### config.mk
export PLATFORM = sky130hd
export DESIGN_NAME = dtg_dead_time
export DESIGN_NICKNAME = d
export VERILOG_FILES = /design/src/rtl/dtg_pkg.sv /design/src/rtl/dtg_preset_buf.sv /design/src/rtl/dtg_gap_engine.sv /design/src/rtl/dtg_dead_time.sv
export SDC_FILE = /design/constraint.sdc
export NUM_CORES = 1
export LEC_CHECK = 0
export BUFFER_PORTS_ARGS = -buffer_cell sky130_fd_sc_hd__buf_2
export CAP_MARGIN = 20
export CORE_ASPECT_RATIO = 0.75
export CORE_MARGIN = 2
export CORE_UTILIZATION = 45
export DETAILED_ROUTE_END_ITERATION = 10
export HOLD_SLACK_MARGIN = 0.15
export PLACE_DENSITY = 0.69
export SLEW_MARGIN = 25
export SYNTH_ARGS = -nofsm -noshare
export SYNTH_HDL_FRONTEND = slang
export SYNTH_SLANG_ARGS = --single-unit
export TNS_END_PERCENT = 20
### constraint.sdc
create_clock -name clk -period 4.2 [get_ports clk]
set_clock_uncertainty 0.2 [all_clocks]
set_input_delay 0 -clock clk [delete_from_list [all_inputs] [get_ports clk]]
set_output_delay 0 -clock clk [all_outputs]
set_load 0.01 [all_outputs]
### src/rtl/dtg_pkg.sv
package dtg_pkg;
  typedef struct packed {
    logic hi;
    logic lo;
  } pair_t;

  typedef enum logic [1:0] {
    LD_NONE   = 2'd0,
    LD_DIRECT = 2'd1,
    LD_SYNC   = 2'd2,
    LD_FLUSH  = 2'd3
  } load_src_e;
endpackage

### src/rtl/dtg_preset_buf.sv
module dtg_preset_buf #(
  parameter int DT_W = 8
) (
  input  logic            clk,
  input  logic            rst,
  input  logic            we,
  input  logic [DT_W-1:0] wdata,
  input  logic            run,
  input  logic            match,
  output logic [DT_W-1:0] hold_q,
  output logic [DT_W-1:0] work_q,
  output logic            pending_q
);
  import dtg_pkg::*;

  load_src_e src;

  // Pick the source of the working value for this cycle.
  always_comb begin
    src = LD_NONE;
    if (we && (!run || match))        src = LD_DIRECT;
    else if (!we && pending_q && match) src = LD_SYNC;
    else if (!we && pending_q && !run)  src = LD_FLUSH;
  end

  // The setting register has no reset: its content is whatever was last written.
  always_ff @(posedge clk) begin
    if (we) hold_q <= wdata;
  end

  always_ff @(posedge clk) begin
    if (rst) begin
      work_q    <= '0;
      pending_q <= 1'b0;
    end else begin
      unique case (src)
        LD_DIRECT: begin
          work_q    <= wdata;
          pending_q <= 1'b0;
        end
        LD_SYNC, LD_FLUSH: begin
          work_q    <= hold_q;
          pending_q <= 1'b0;
        end
        default: begin
          if (we) pending_q <= 1'b1;
        end
      endcase
    end
  end
endmodule

### src/rtl/dtg_gap_engine.sv
module dtg_gap_engine #(
  parameter int DT_W = 8
) (
  input  logic            clk,
  input  logic            rst,
  input  logic            pwm_in,
  input  logic [DT_W-1:0] gap,
  output dtg_pkg::pair_t  outs_q
);
  import dtg_pkg::*;

  logic            prev_q;
  logic            busy_q;
  logic [DT_W-1:0] cnt_q;
  logic            edge_seen;
  pair_t           level_pair;

  assign edge_seen  = (pwm_in != prev_q);
  assign level_pair = '{hi: pwm_in, lo: ~pwm_in};

  always_ff @(posedge clk) begin
    if (rst) begin
      prev_q <= 1'b0;
      busy_q <= 1'b0;
      cnt_q  <= '0;
      outs_q <= '{hi: 1'b0, lo: 1'b0};
    end else begin
      prev_q <= pwm_in;
      if (edge_seen) begin
        if (gap == '0) begin
          busy_q <= 1'b0;
          outs_q <= level_pair;
        end else begin
          busy_q <= 1'b1;
          cnt_q  <= gap - 1'b1;
          outs_q <= '{hi: 1'b0, lo: 1'b0};
        end
      end else if (busy_q) begin
        if (cnt_q == '0) begin
          busy_q <= 1'b0;
          outs_q <= level_pair;
        end else begin
          cnt_q <= cnt_q - 1'b1;
        end
      end else begin
        outs_q <= level_pair;
      end
    end
  end
endmodule

### src/rtl/dtg_dead_time.sv
module dtg_dead_time #(
  parameter int DT_W = 8
) (
  input  logic            clk,
  input  logic            rst,
  input  logic            reg_we,
  input  logic [DT_W-1:0] reg_wdata,
  output logic [DT_W-1:0] reg_rdata,
  input  logic            cnt_run,
  input  logic            cmp_match_a,
  input  logic            cmp_match_b,
  input  logic            pwm_in,
  output logic            pwm_out_hi,
  output logic            pwm_out_lo
);
  import dtg_pkg::*;

  logic [DT_W-1:0] dt_work;
  logic            upd_pending;
  pair_t           outs;

  dtg_preset_buf #(.DT_W(DT_W)) u_buf (
    .clk       (clk),
    .rst       (rst),
    .we        (reg_we),
    .wdata     (reg_wdata),
    .run       (cnt_run),
    .match     (cmp_match_a | cmp_match_b),
    .hold_q    (reg_rdata),
    .work_q    (dt_work),
    .pending_q (upd_pending)
  );

  dtg_gap_engine #(.DT_W(DT_W)) u_gap (
    .clk    (clk),
    .rst    (rst),
    .pwm_in (pwm_in),
    .gap    (dt_work),
    .outs_q (outs)
  );

  assign pwm_out_hi = outs.hi;
  assign pwm_out_lo = outs.lo;
endmodule

Yosys cells after proc, flatten, opt, wreduce, memory -nomap -nowiden:

Cells that the tools add are included.

* bits in writable memories: 0
* logic and storage cells: 49
* register bits: 29
* latch bits: 0
* input bits: 15
* memories kept: 0
* memory bits (read-only): 0

* eq/ne operators: 7
* $add $sub $neg: 2
* div/mod/pow operators: 0
* shift-type cells: 0
* reduce and logical (&&, ||, !) cells: 14
* bitwise gates (word level): 2
* $lt $le $gt $ge: 0
* multiply operators: 0
* muxes and demuxes: 16

Operator list (number)
* $mux 8: 4
* $logic_not 8->1: 2
* $pmux 8 s2: 1
* $sub 8x1->8 const B: 2
* $mux 2: 7
* $eq 2x2->1 const B: 2
* $logic_and 1x1->1: 4
* $mux 1: 4
* $reduce_bool 2->1: 2
* $reduce_or 4->1: 1
* $ne 3x3->1 const B: 1
* $reduce_and 3->1: 1
* $eq 2x1->1 const B: 1
* $logic_not 1->1: 2
* $ne 2x1->1 const B: 1
* $ne 2x2->1 const B: 1
* $reduce_or 2->1: 1
* $logic_or 1x1->1: 1
* $ne 1x1->1: 1
* $not 1->1: 1
* $or 1x1->1: 1

Longest topological paths before layout:

Gate-level depths: netlist of the first run.

* depth in word-level cells: 9
* gate-level depth with buffers: 8
* gate-level depth less buffers: 7

Modules after synthesis:

A second synthesis of the first run with hierarchy kept.

* cell total of the unflattened synthesis: 152
* area total of the unflattened synthesis: 1498.9 µm²

Modules (own cells, without submodules)
* dtg_gap_engine: cells each 90, area each 770.7 µm², times used 1
* dtg_preset_buf: cells each 61, area each 721.9 µm², times used 1
* dtg_dead_time: cells each 1, area each 6.3 µm², times used 1

Least setup slack after synthesis of the first run:

No wires, ideal clock.

* kind: reg-to-reg
* from: register u_gap.prev_q
* to: register u_gap.cnt_q[4]
* path slack: 1574 ps
* data required time: 3925 ps
* data arrival time: 2351 ps
* stages on the path, launching flop included: 9
* clock period less this slack: 2626 ps
* cell sequence: dfxtp_1 > xnor2_1 > clkbuf_1 > mux2i_1 > ha_1 > or4b_1 > and2_1 > a221o_1 > o22ai_1

* longest elaborated chain between the ends: 3
* elaborated cells on any way between the ends: 6
* those cells by class: 3 x eq/ne; 1 x mux; 2 x reduce/logical

RTL lines
* start, declared: line dtg_gap_engine.sv:12 `logic prev_q;`
* start signal, assigned: line dtg_gap_engine.sv:28 `prev_q <= pwm_in;`
* $ne 1x1->1 (*): line dtg_gap_engine.sv:18 `assign edge_seen = (pwm_in != prev_q);`
* $ne 2x2->1 (no line) (tied with other cells)
* $reduce_and 3->1 (no line)
* end signal, assigned: line dtg_gap_engine.sv:35 `cnt_q <= gap - 1'b1;`
* end signal, assigned: line dtg_gap_engine.sv:43 `cnt_q <= cnt_q - 1'b1;`
* end, declared: line dtg_gap_engine.sv:14 `logic [DT_W-1:0] cnt_q;`

Every way passes the cells marked *; elsewhere a longest branch is shown, timed or not.
A chain may end at the register's enable or synchronous reset.

Final worst setup path of the first run:

* from: input pwm_in
* to: register u_gap.cnt_q[4]

* longest elaborated chain between the ends: 3
* elaborated cells on any way between the ends: 6
* those cells by class: 3 x eq/ne; 1 x mux; 2 x reduce/logical

RTL lines
* start, declared: line dtg_dead_time.sv:12 `input logic pwm_in,`
* $ne 1x1->1 (*): line dtg_gap_engine.sv:18
* $ne 2x2->1 (no line) (tied with other cells)
* $reduce_and 3->1 (no line)

Marked as above.

==> impl_metrics.csv, run 1 <==
group,metric,value,unit
floorplanning,die_w,70.0,um
final_layout,final_cell_mix,"buf_2 (24), dfxtp_1 (21), nor2_1 (16)",
clocking,cts_tree,"built",
power,clkPwrFrac,0.284,
global_route,antenna_found_initial,0,
power,p_per_area,411,nW/um2
logic_synthesis,yosysSeqAreaShare,0.449,
clocking,clk_latency,0.28,ns
power,swShare,0.324,
min_path,hp-class,"in -> reg",
global_route,grt_pass1_vias,1298,
final_layout,layout-drive-gt1-share,0.178,
route,vias,1409,
floorplanning,core,3020,um2
global_route,track_usage,0.209,
power,ir_drop,0.243,mV
floorplanning,initial_core_util,0.487,
worst_setup_path,worstSetupEndpointType,"flip-flop",
worst_setup_path,path_max_fanout,12,
timing,worst-slew-pin-transition,0.913,ns
place,port_buffers,24,
route,first_pass_iters,4,
final_layout,syn2layout_area_growth,26.4,%
status,outcome,"finished clean",
clocking,post_cts_buffers,0,
worst_setup_path,timing.rr.end,"u_gap.cnt_q[4]",
worst_setup_path,start_kind,"primary input",
timing,rsz0062_at_grt,"false",
final_layout,stdcell_count,235,
logic_synthesis,synth_seq_cells,29,
min_path,hold_depth,2,
power,p_sw,0.247,mW
clocking,cts_resized,0,
logic_synthesis,synth_flop_cell,"dfxtp_1",
worst_setup_path,arrival,2.66,ns
final_layout,regArea,661,um2
timing,setup_tns,0,ns
clocking,clk_path_buf_depth,2,
route,wirelength,3600,um
worst_setup_path,critPathCapture,"u_gap.cnt_q[4]",
logic_synthesis,synthArstFlopShare,0,
worst_setup_path,r2r_slack,1.56,ns
logic_synthesis,synth_edf_count,8,
place,hpwl,2390,um
power,p_seq_frac,0.465,
logic_synthesis,syn-num-nets,171,
logic_synthesis,syn_area,1470,um2
timing,fmax,0.376,GHz
final_layout,nets,212,
global_route,grt_max_degree,26,
clocking,clockRootBuffer,"clkbuf_8",
timing,slew_viol_final,0,
power,p_comb_frac,0.252,
global_route,overflow,0,
timing,slew_headroom,0.389,
floorplanning,io_pins,25,
timing,period_needed,2.66,ns
logic_synthesis,ys_types,44,
timing,hold_violations,0,
route,wl_per_cell,15.3,um
worst_setup_path,crit_start,"pwm_in",
floorplanning,die_area,3750,um2
global_route,grt_first_pass_wirelength,5980,um
place,gp_congestion,0.880,
logic_synthesis,yosysWarningCount,0,
final_layout,antennaDiodeCount,0,
clocking,path_clk_slew,0.06,ns
worst_setup_path,r2r_cells,8,
clocking,hold_buffers,15,
logic_synthesis,synth_cells,155,
route,route.detailed.drc,0,
power,p_leak,0.697,nW
power,power,0.764,mW
route,drt_iter0_markers,160,
timing,fin_crit_sh,0.634,
final_layout,multi_input_comb_area,767,um2
final_layout,fillers,268,
clocking,htree_num_levels,2,
clocking,cts_sinks,29,
route,routed_via_density,6.00,
timing,setup_viol,0,
worst_setup_path,worst_ep_required_time,4.20,ns
worst_setup_path,path_class,"in -> reg",
worst_setup_path,reg2reg_from,"u_gap.prev_q",
clocking,numCtsBuffers,5,
route,ant_nets,0,
floorplanning,die_h,53.5,um
job,cap_violations,0,
final_layout,final_common_cell,"buf_2",
logic_synthesis,syn_area_per_cell,9.49,um2
power,power.internal,0.516,mW
floorplanning,fp-row-count,17,
place,dp_cells,212,
-- routing by layer --
metal  up-vias  global-route usage  routed length (um)  share of wire
li1        691                   -                   -              -
met1       648               0.287                1650           0.46
met2        63               0.317                1540           0.43
met3         7              0.0590                 364           0.10
met4         0              0.0769                  43          0.012
met5         -                   0                   0              0
-- final cells by class --
cell class | count | area share
Sequential cell | 29 | 0.355
Clock buffer | 7 | 0.0410
Tap cell | 38 | 0.0256
Timing Repair Buffer | 42 | 0.157
Multi-Input combinational cell | 115 | 0.413
Inverter | 3 | 0.00606
Clock inverter | 1 | 0.00202
-- stage by stage --
stage | hold slack (ns) | util | instance area, um2 | setup WS [ns]
after floorplan | -0.128 | - | 1470 | 1.57
after global placement | -0.00707 | 0.539 | 1630 | 1.69
after detailed placement | -0.00555 | 0.539 | 1630 | 1.60
after CTS | 0.238 | 0.616 | 1860 | 1.55
after global routing | 0.255 | 0.616 | 1860 | 1.37
final | 0.241 | 0.616 | 1860 | 1.54
-- state kept, by name (all words and copies together) (netlist names) --
| signal | count |
|---|---|
| u_buf.pending_q | 1 |
| u_gap.cnt_q | 8 |
| u_gap.outs_q | 2 |
| u_buf.work_q | 8 |
| u_gap.busy_q | 1 |
| u_buf.hold_q | 8 |
| u_gap.prev_q | 1 |
-- cell usage after synthesis, types with 2 or more instances --
cell type | instances | share of area
dfxtp_1 | 21 | 0.29
nor2_1 | 16 | 0.041
a211oi_1 | 10 | 0.051
a21oi_1 | 10 | 0.034
mux2i_1 | 10 | 0.068
edfxtp_1 | 8 | 0.16
clkbuf_1 | 6 | 0.015
o21ai_0 | 6 | 0.020
nand2_1 | 5 | 0.013
nand3_1 | 5 | 0.017
nor3_1 | 5 | 0.017
a31oi_1 | 4 | 0.017
nor4_1 | 4 | 0.017
a211o_1 | 3 | 0.018
inv_1 | 3 | 0.0077
nor3b_1 | 3 | 0.015
a2111oi_0 | 2 | 0.012
buf_2 | 2 | 0.0068
nand4b_1 | 2 | 0.012
nor2b_1 | 2 | 0.0085
o211ai_1 | 2 | 0.010
o311ai_0 | 2 | 0.012
o31ai_1 | 2 | 0.010
or4_1 | 2 | 0.010
-- power groups by stage --
stage	registers (mW)	clock network, mW	logic (mW)
final	0.355	0.217	0.192
after floorplan	0.352	0	0.127
after global routing	0.360	0.234	0.210
after global placement	0.358	0	0.174
after CTS	0.353	0.220	0.188
after detailed placement	0.359	0	0.176
-- logic make-up (layout without fill, tap and decap cells) --
logic type | Yosys count | count (layout) | share of synthesized area
multiplexers | 11 | 11 | 0.0757
buffers and inverters | 11 | 53 | 0.0298
AND/OR/NAND/NOR | 51 | 51 | 0.187
adder cells (fa/ha/maj) | 1 | 1 | 0.00850
AO/OA/AOI/OAI | 50 | 50 | 0.238
flip-flops | 29 | 29 | 0.449
XOR/XNOR | 2 | 2 | 0.0119
-- critical path, cell delays in order --
cell and delay, ns:
dlygate4sd3_1 0.53, buf_2 0.15, xnor2_1 0.15, buf_4 0.20
mux2i_1 0.24, ha_1 0.28, or4b_1 0.48, and2_1 0.17
a221o_1 0.31, o22ai_1 0.13
-- worst min path at each step --
stage	from	to
floorplan	rst	u_gap.prev_q
global placement	reg_wdata[0]	u_buf.hold_q[0]
detailed placement	reg_wdata[0]	u_buf.hold_q[0]
CTS	reg_wdata[0]	u_buf.hold_q[0]
global route	reg_wdata[2]	u_buf.hold_q[2]
finish	reg_wdata[2]	u_buf.hold_q[2]
(Power assumes the default switching activity.)
==> run 2, diff against run 1 <==
--- a/config.mk
+++ b/config.mk
@@ -5,6 +5,7 @@
 export SDC_FILE = /design/constraint.sdc
 export NUM_CORES = 1
 export LEC_CHECK = 0
+export ABC_AREA = 1
 export BUFFER_PORTS_ARGS = -buffer_cell sky130_fd_sc_hd__buf_2
 export CAP_MARGIN = 20
 export CORE_ASPECT_RATIO = 0.75
==> constraint.sdc (replaced) <==
create_clock -name clk -period 2.5 [get_ports clk]
set_clock_uncertainty 0.2 [all_clocks]
set_input_delay 0 -clock clk [delete_from_list [all_inputs] [get_ports clk]]
set_output_delay 0 -clock clk [all_outputs]
set_load 0.01 [all_outputs]
==> run 2 against run 1 <==
- design area is essentially flat
- register-to-register slack lost 1.1 ns
- non-clock buffer count is the same
- clock-buffer cell count is the same
- via count shrank 1.3%
- final cell count grew 19%
- combinational power grew 49%
- utilization is essentially flat
- first-iteration DRC count shrank 35%
- sequential share of layout area is essentially flat
- synthesized cell count grew 27%
- largest cell class is now sequential cells
- largest power group unchanged
==> impl_metrics.csv, run 2 <==
group,metric,value,unit
status,outcome,"finished clean",
logic_synthesis,yosys-top-cells-count,"nand2_1 (46), inv_1 (27), dfxtp_1 (21), nand3_1 (20), nor2_1 (14)",
logic_synthesis,yosysSeqAreaShare,0.449,
min_path,hp-class,"in -> reg",
logic_synthesis,synthArstFlopShare,0,
final_layout,fin_area,1860,um2
logic_synthesis,synth_cells,197,
clocking,path_clk_slew,0.06,ns
worst_setup_path,path_buf_inv,5,
power,ir_drop,0.407,mV
timing,rsz0062_at_grt,"false",
place,port_buffers,24,
route,wl_per_cell,11.9,um
global_route,antenna_found_initial,0,
route,route.detailed.drc,0,
timing,fmax,0.477,GHz
final_layout,syn2layout_area_growth,26.4,%
timing,fin_crit_sh,0.839,
route,wirelength,3340,um
logic_synthesis,synth_flop_cell,"dfxtp_1",
floorplanning,die_w,70.0,um
worst_setup_path,path_delay_family,"buffers and inverters",
place,placed_area,1610,um2
power,p_per_area,652,nW/um2
worst_setup_path,cp_slowest_stage_delay,0.57,ns
worst_setup_path,worstSetupEndpointType,"flip-flop",
logic_synthesis,syn_area,1470,um2
clocking,clk_latency,0.28,ns
logic_synthesis,synth_edf_count,8,
worst_setup_path,worst_ep_required_time,2.47,ns
logic_synthesis,synth_seq_cells,29,
global_route,grt_max_degree,17,
worst_setup_path,cp.depth,11,
floorplanning,die_h,53.5,um
global_route,grt_first_pass_wirelength,5490,um
final_layout,stdcell_count,280,
place,hpwl,2300,um
power,p_leak,0.878,nW
final_layout,nets,257,
route,vias,1391,
global_route,overflow,0,
logic_synthesis,syn-num-nets,213,
floorplanning,io_pins,25,
clocking,htree_num_levels,2,
worst_setup_path,path_max_fanout,11,
timing,worst-slew-pin-transition,0.442,ns
timing,finalWorstSetupSlack,0.403,ns
route,ant_nets,0,
clocking,numCtsBuffers,5,
route,drt_iter0_markers,104,
clocking,clk_path_buf_depth,2,
worst_setup_path,crit_chain,"dlygate4sd3_1, buf_2, inv_2, nand2_2, nand2_2, nand2_2, nor2_4, inv_2, o211ai_1, a21oi_1, dlygate4sd3_1",
floorplanning,initial_core_util,0.487,
place,gp_congestion,0.877,
worst_setup_path,arrival,2.06,ns
timing,period_needed,2.10,ns
logic_synthesis,yosysWarningCount,0,
place,place_ws,0.765,ns
global_route,track_usage,0.197,
place,dp_cells,255,
min_path,hold_depth,8,
final_layout,layout-drive-gt1-share,0.207,
timing,setup_viol,0,
worst_setup_path,start_kind,"primary input",
worst_setup_path,crit_path_frequent_cell,"nand2_2",
final_layout,antennaDiodeCount,0,
timing,slew_headroom,0.705,
clocking,cts_tree,"built",
final_layout,final_cell_mix,"nand2_1 (46), inv_1 (27), buf_2 (24)",
logic_synthesis,yosysMostFrequentCell,"nand2_1",
clocking,clockRootBuffer,"clkbuf_8",
logic_synthesis,synth_top_area_cell,"dfxtp_1",
route,routed_via_density,4.97,
job,cap_violations,0,
route,first_pass_iters,5,
worst_setup_path,crit_path_top_delay_cell,"dlygate4sd3_1",
logic_synthesis,syn_area_per_cell,7.47,um2
floorplanning,core,3020,um2
logic_synthesis,ys_types,23,
final_layout,final_common_cell,"nand2_1",
final_layout,top_regs,"u_buf.hold_q x8, u_buf.work_q x8, u_gap.cnt_q x8",
worst_setup_path,r2r_cells,8,
final_layout,fillers,280,
floorplanning,fp-row-count,17,
timing,hold_violations,0,
logic_synthesis,synth_top_area_frac,0.286,
floorplanning,die_area,3750,um2
clocking,cts_sinks,29,
global_route,grt_pass1_vias,1247,
logic_synthesis,synth.area.top_cells,"dfxtp_1 (29%), edfxtp_1 (16%), nand2_1 (12%), inv_1 (6.9%), nand3_1 (6.8%)",
timing,slew_viol_final,0,
worst_setup_path,path_class,"in -> reg",
timing,setup_tns,0,ns
## run 2: cell count changes after synthesis, sizes merged, moves of 4 or more
cell    delta
nand2     +51
inv       +29
nand3     +15
a211oi    -10
mux2i     -10
o211ai     +8
clkbuf     -5
a31oi      -4
nor3       -4
nor4       -4
## run 2: worst register-to-register path, stage by stage (launching register included)
cell	delay (ns)
dfxtp_1	0.39
nand2_2	0.09
nand2_2	0.18
nand2_2	0.09
nor2_4	0.17
inv_2	0.07
o211ai_1	0.09
a21oi_1	0.09
dlygate4sd3_1	0.57
## run 2: cells by family (layout without fill, tap and decap cells)
logic type	count (synthesis)	count (layout)	synth area share
XOR/XNOR	1	1	0.00595
AND/OR/NAND/NOR	96	96	0.295
buffers and inverters	37	82	0.106
AO/OA/AOI/OAI	33	33	0.135
adder cells (fa/ha/maj)	1	1	0.00850
flip-flops	29	29	0.449
## run 2: worst paths after layout
kind / startpoint / end / slack, ns
setup / recovery: pwm_in / u_gap.outs_q[1] / 0.40
hold / removal: cmp_match_b / u_buf.work_q[3] / 0.24
setup reg to reg: u_gap.prev_q / u_gap.outs_q[1] / 0.44
hold reg to reg: u_gap.outs_q[0] / u_gap.outs_q[0] / 0.27
## run 2: per-stage QoR
| step | power (mW) | hold WS (ns) | utilization |
|---|---|---|---|
| finish | 1.21 | 0.236 | 0.616 |
| global route | 1.29 | 0.244 | 0.616 |
| CTS | 1.22 | 0.217 | 0.616 |
| detailed placement | 0.832 | -0.00585 | 0.533 |
| global placement | 0.832 | -0.00763 | 0.533 |
| floorplan | 0.767 | -0.101 | - |
## run 2: cell type report
cell class / count / area (um2) / share of cell area
Sequential cell: 29 / 661 / 0.355
Tap cell: 38 / 47.5 / 0.0256
Clock inverter: 1 / 3.75 / 0.00202
Clock buffer: 7 / 76.3 / 0.0410
Timing Repair Buffer: 42 / 298 / 0.160
Inverter: 32 / 120 / 0.0646
Multi-Input combinational cell: 131 / 654 / 0.352
## run 2: per-layer routing
metal,vias to the layer above,track usage,part of all wire
met5,-,0,0
met4,0,0.0865,0.017
met3,7,0.0571,0.061
met2,41,0.311,0.42
met1,623,0.257,0.50
li1,720,-,-
## run 2: report_power, final
part / internal, mW / leakage [nW] / switching, mW / total (mW)
clock: 0.193 / 0.0399 / 0.173 / 0.366
sequential: 0.531 / 0.252 / 0.0290 / 0.560
combinational: 0.113 / 0.586 / 0.173 / 0.287
## run 2: what timing repair did
item / 4_1_cts / 5_1_grt
hold endpoints to repair: 31 / 0
setup buffers: 0 / 0
gates resized for setup: 0 / 0
hold buffers: 17 / 0
==> run 3, diff against run 2 <==
--- a/config.mk
+++ b/config.mk
@@ -5,7 +5,7 @@
 export SDC_FILE = /design/constraint.sdc
 export NUM_CORES = 1
 export LEC_CHECK = 0
-export ABC_AREA = 1
+export ABC_AREA = 0
 export BUFFER_PORTS_ARGS = -buffer_cell sky130_fd_sc_hd__buf_2
 export CAP_MARGIN = 20
 export CORE_ASPECT_RATIO = 0.75
@@ -13,7 +13,7 @@
 export CORE_UTILIZATION = 45
 export DETAILED_ROUTE_END_ITERATION = 10
 export HOLD_SLACK_MARGIN = 0.15
-export PLACE_DENSITY = 0.69
+export PLACE_DENSITY = 0.72
 export SLEW_MARGIN = 25
 export SYNTH_ARGS = -nofsm -noshare
 export SYNTH_HDL_FRONTEND = slang
==> constraint.sdc (replaced) <==
create_clock -name clk -period 1.9 [get_ports clk]
set_clock_uncertainty 0.2 [all_clocks]
set_input_delay 0 -clock clk [delete_from_list [all_inputs] [get_ports clk]]
set_output_delay 0 -clock clk [all_outputs]
set_load 0.01 [all_outputs]
==> run 3 against run 2 <==
- the run now ends with negative setup slack left
- highest routed layer unchanged
- power increased by 71%
- via count up 14%
- non-clock buffer count up 28
- sequential share of layout area is 5.7 points lower
- combinational power rose by 140%
==> impl_metrics.csv, run 3 (same netlist as run 1, synthesis figures left out) <==
group,metric,value,unit
timing,fin_crit_sh,1.27,
route,ant_nets,0,
floorplanning,io_pins,25,
global_route,grt_first_pass_wirelength,7000,um
clocking,cts_sinks,29,
clocking,cts_tree,"built",
route,vias,1587,
timing,period_needed,2.42,ns
global_route,grt_pass1_vias,1483,
route,wirelength,4610,um
timing,rsz0062_at_grt,"true",
route,first_pass_iters,6,
final_layout,antennaDiodeCount,0,
global_route,track_usage,0.248,
final_layout,final_cell_mix,"buf_4 (28), buf_2 (24), dfxtp_1 (19)",
clocking,htree_num_levels,2,
global_route,grt_max_degree,26,
clocking,clockRootBuffer,"clkbuf_8",
timing,fmax,0.414,GHz
floorplanning,core,3020,um2
route,wl_per_cell,17.5,um
route,routed_via_density,6.03,
place,port_buffers,24,
worst_setup_path,crit_chain,"xnor2_4, mux2i_2, ha_2, or4b_4, and2_4, a221o_1, o22ai_1",
power,ir_drop,0.623,mV
place,gp_congestion,0.928,
worst_setup_path,start_kind,"flip-flop",
clocking,clk_latency,0.28,ns
route,drt_iter0_markers,154,
global_route,antenna_found_initial,0,
status,outcome,"complete, but fails checks",
worst_setup_path,path_class,"reg -> reg",
power,p_leak,0.873,nW
global_route,overflow,0,
timing,hold_slack,0.114,ns
final_layout,syn2layout_area_growth,51.5,%
worst_setup_path,path_buf_inv,0,
worst_setup_path,path_max_fanout,4,
floorplanning,die_w,70.0,um
clocking,clk_path_buf_depth,2,
min_path,hp-class,"in -> reg",
place,hpwl,2820,um
route,route.detailed.drc,0,
timing,finalWorstSetupSlack,-0.517,ns
final_layout,stdcell_count,263,
place,dp_cells,236,
min_path,hold_depth,5,
power,p_per_area,931,nW/um2
final_layout,final_common_cell,"buf_4",
worst_setup_path,path_delay_family,"simple AND/OR/NAND/NOR gates",
final_layout,layout-drive-gt1-share,0.356,
final_layout,nets,240,
worst_setup_path,cp_slowest_stage_delay,0.47,ns
place,place_ws,-0.579,ns
clocking,path_clk_slew,0.06,ns
floorplanning,fp-row-count,17,
worst_setup_path,crit_path_top_delay_cell,"or4b_4",
job,cap_violations,0,
floorplanning,die_area,3750,um2
timing,slew_headroom,0.643,
worst_setup_path,r2r_cells,7,
timing,slew_viol_final,0,
worst_setup_path,worst_ep_required_time,1.90,ns
timing,worst-slew-pin-transition,0.532,ns
status,violations,"negative setup slack",
final_layout,top_regs,"u_buf.hold_q x8, u_buf.work_q x8, u_gap.cnt_q x8",
worst_setup_path,worstSetupEndpointType,"flip-flop",
timing,hold_violations,0,
worst_setup_path,cp.depth,7,
worst_setup_path,arrival,2.41,ns
timing,setup_viol,8,
floorplanning,initial_core_util,0.487,
floorplanning,die_h,53.5,um
clocking,numCtsBuffers,5,
run 3: cell types whose count changed in the layout (fill, tap and decap cells not counted), sizes merged, moves of 8 or more:
cell	delta
nand2	-51
a211oi	+10
o211ai	-8
buf	+29
nand3	-15
mux2i	+10
inv	-30
run 3: area by class of cell:
cell class | count | area [um2]
clock buffers | 6 | 72.6
fillers | 218 | 791
inverters | 3 | 15.0
flip-flops and latches | 29 | 666
well taps | 38 | 47.5
multi-input cells | 115 | 880
clock inverters | 2 | 33.8
repair buffers | 70 | 515
run 3: routing by layer:
| metal | part of all wire | vias up | GRT usage |
|---|---|---|---|
| li1 | - | 745 | - |
| met3 | 0.073 | 7 | 0.0686 |
| met1 | 0.43 | 767 | 0.309 |
| met5 | 0 | - | 0 |
| met2 | 0.48 | 68 | 0.421 |
| met4 | 0.011 | 0 | 0.0929 |
run 3: repair_timing:
item                                    in CTS  in global routing
pin swaps                                    4                  5
resized for setup                            9                 16
endpoints found under the setup margin       8                 19
setup buffers                                0                  3
hold buffers                                15                  1
hold endpoints to repair                    37                  2
run 3: final timing paths:
check,from,to,slack [ns]
worst max-delay path,u_gap.prev_q,u_gap.cnt_q[4],-0.52
worst max register to register,u_gap.prev_q,u_gap.cnt_q[4],-0.52
worst min-delay path,pwm_in,u_gap.cnt_q[0],0.11
worst min register to register,u_gap.outs_q[1],u_gap.outs_q[1],0.26
run 3: through the flow:
step / cell area, um2 / total power [mW] / setup TNS, ns / utilization
floorplan: 1490 / 1.07 / -1.04 / -
global placement: 1820 / 1.28 / -1.20 / 0.603
detailed placement: 1820 / 1.30 / -1.78 / 0.603
CTS: 2110 / 1.97 / -1.74 / 0.700
global route: 2230 / 2.17 / -2.40 / 0.738
finish: 2230 / 2.08 / -1.81 / 0.738
run 3: tightest hold or removal path, cell delays in order:
cell,delay (ns)
buf_2,0.14
xnor2_4,0.16
mux2i_2,0.08
o21ai_0,0.08
a21oi_1,0.08
run 3: report_power, final:
group	internal, mW	switching, mW	total, mW	leakage, nW
Combinational	0.334	0.365	0.699	0.567
Sequential	0.703	0.0508	0.754	0.253
Clock	0.387	0.236	0.622	0.0528
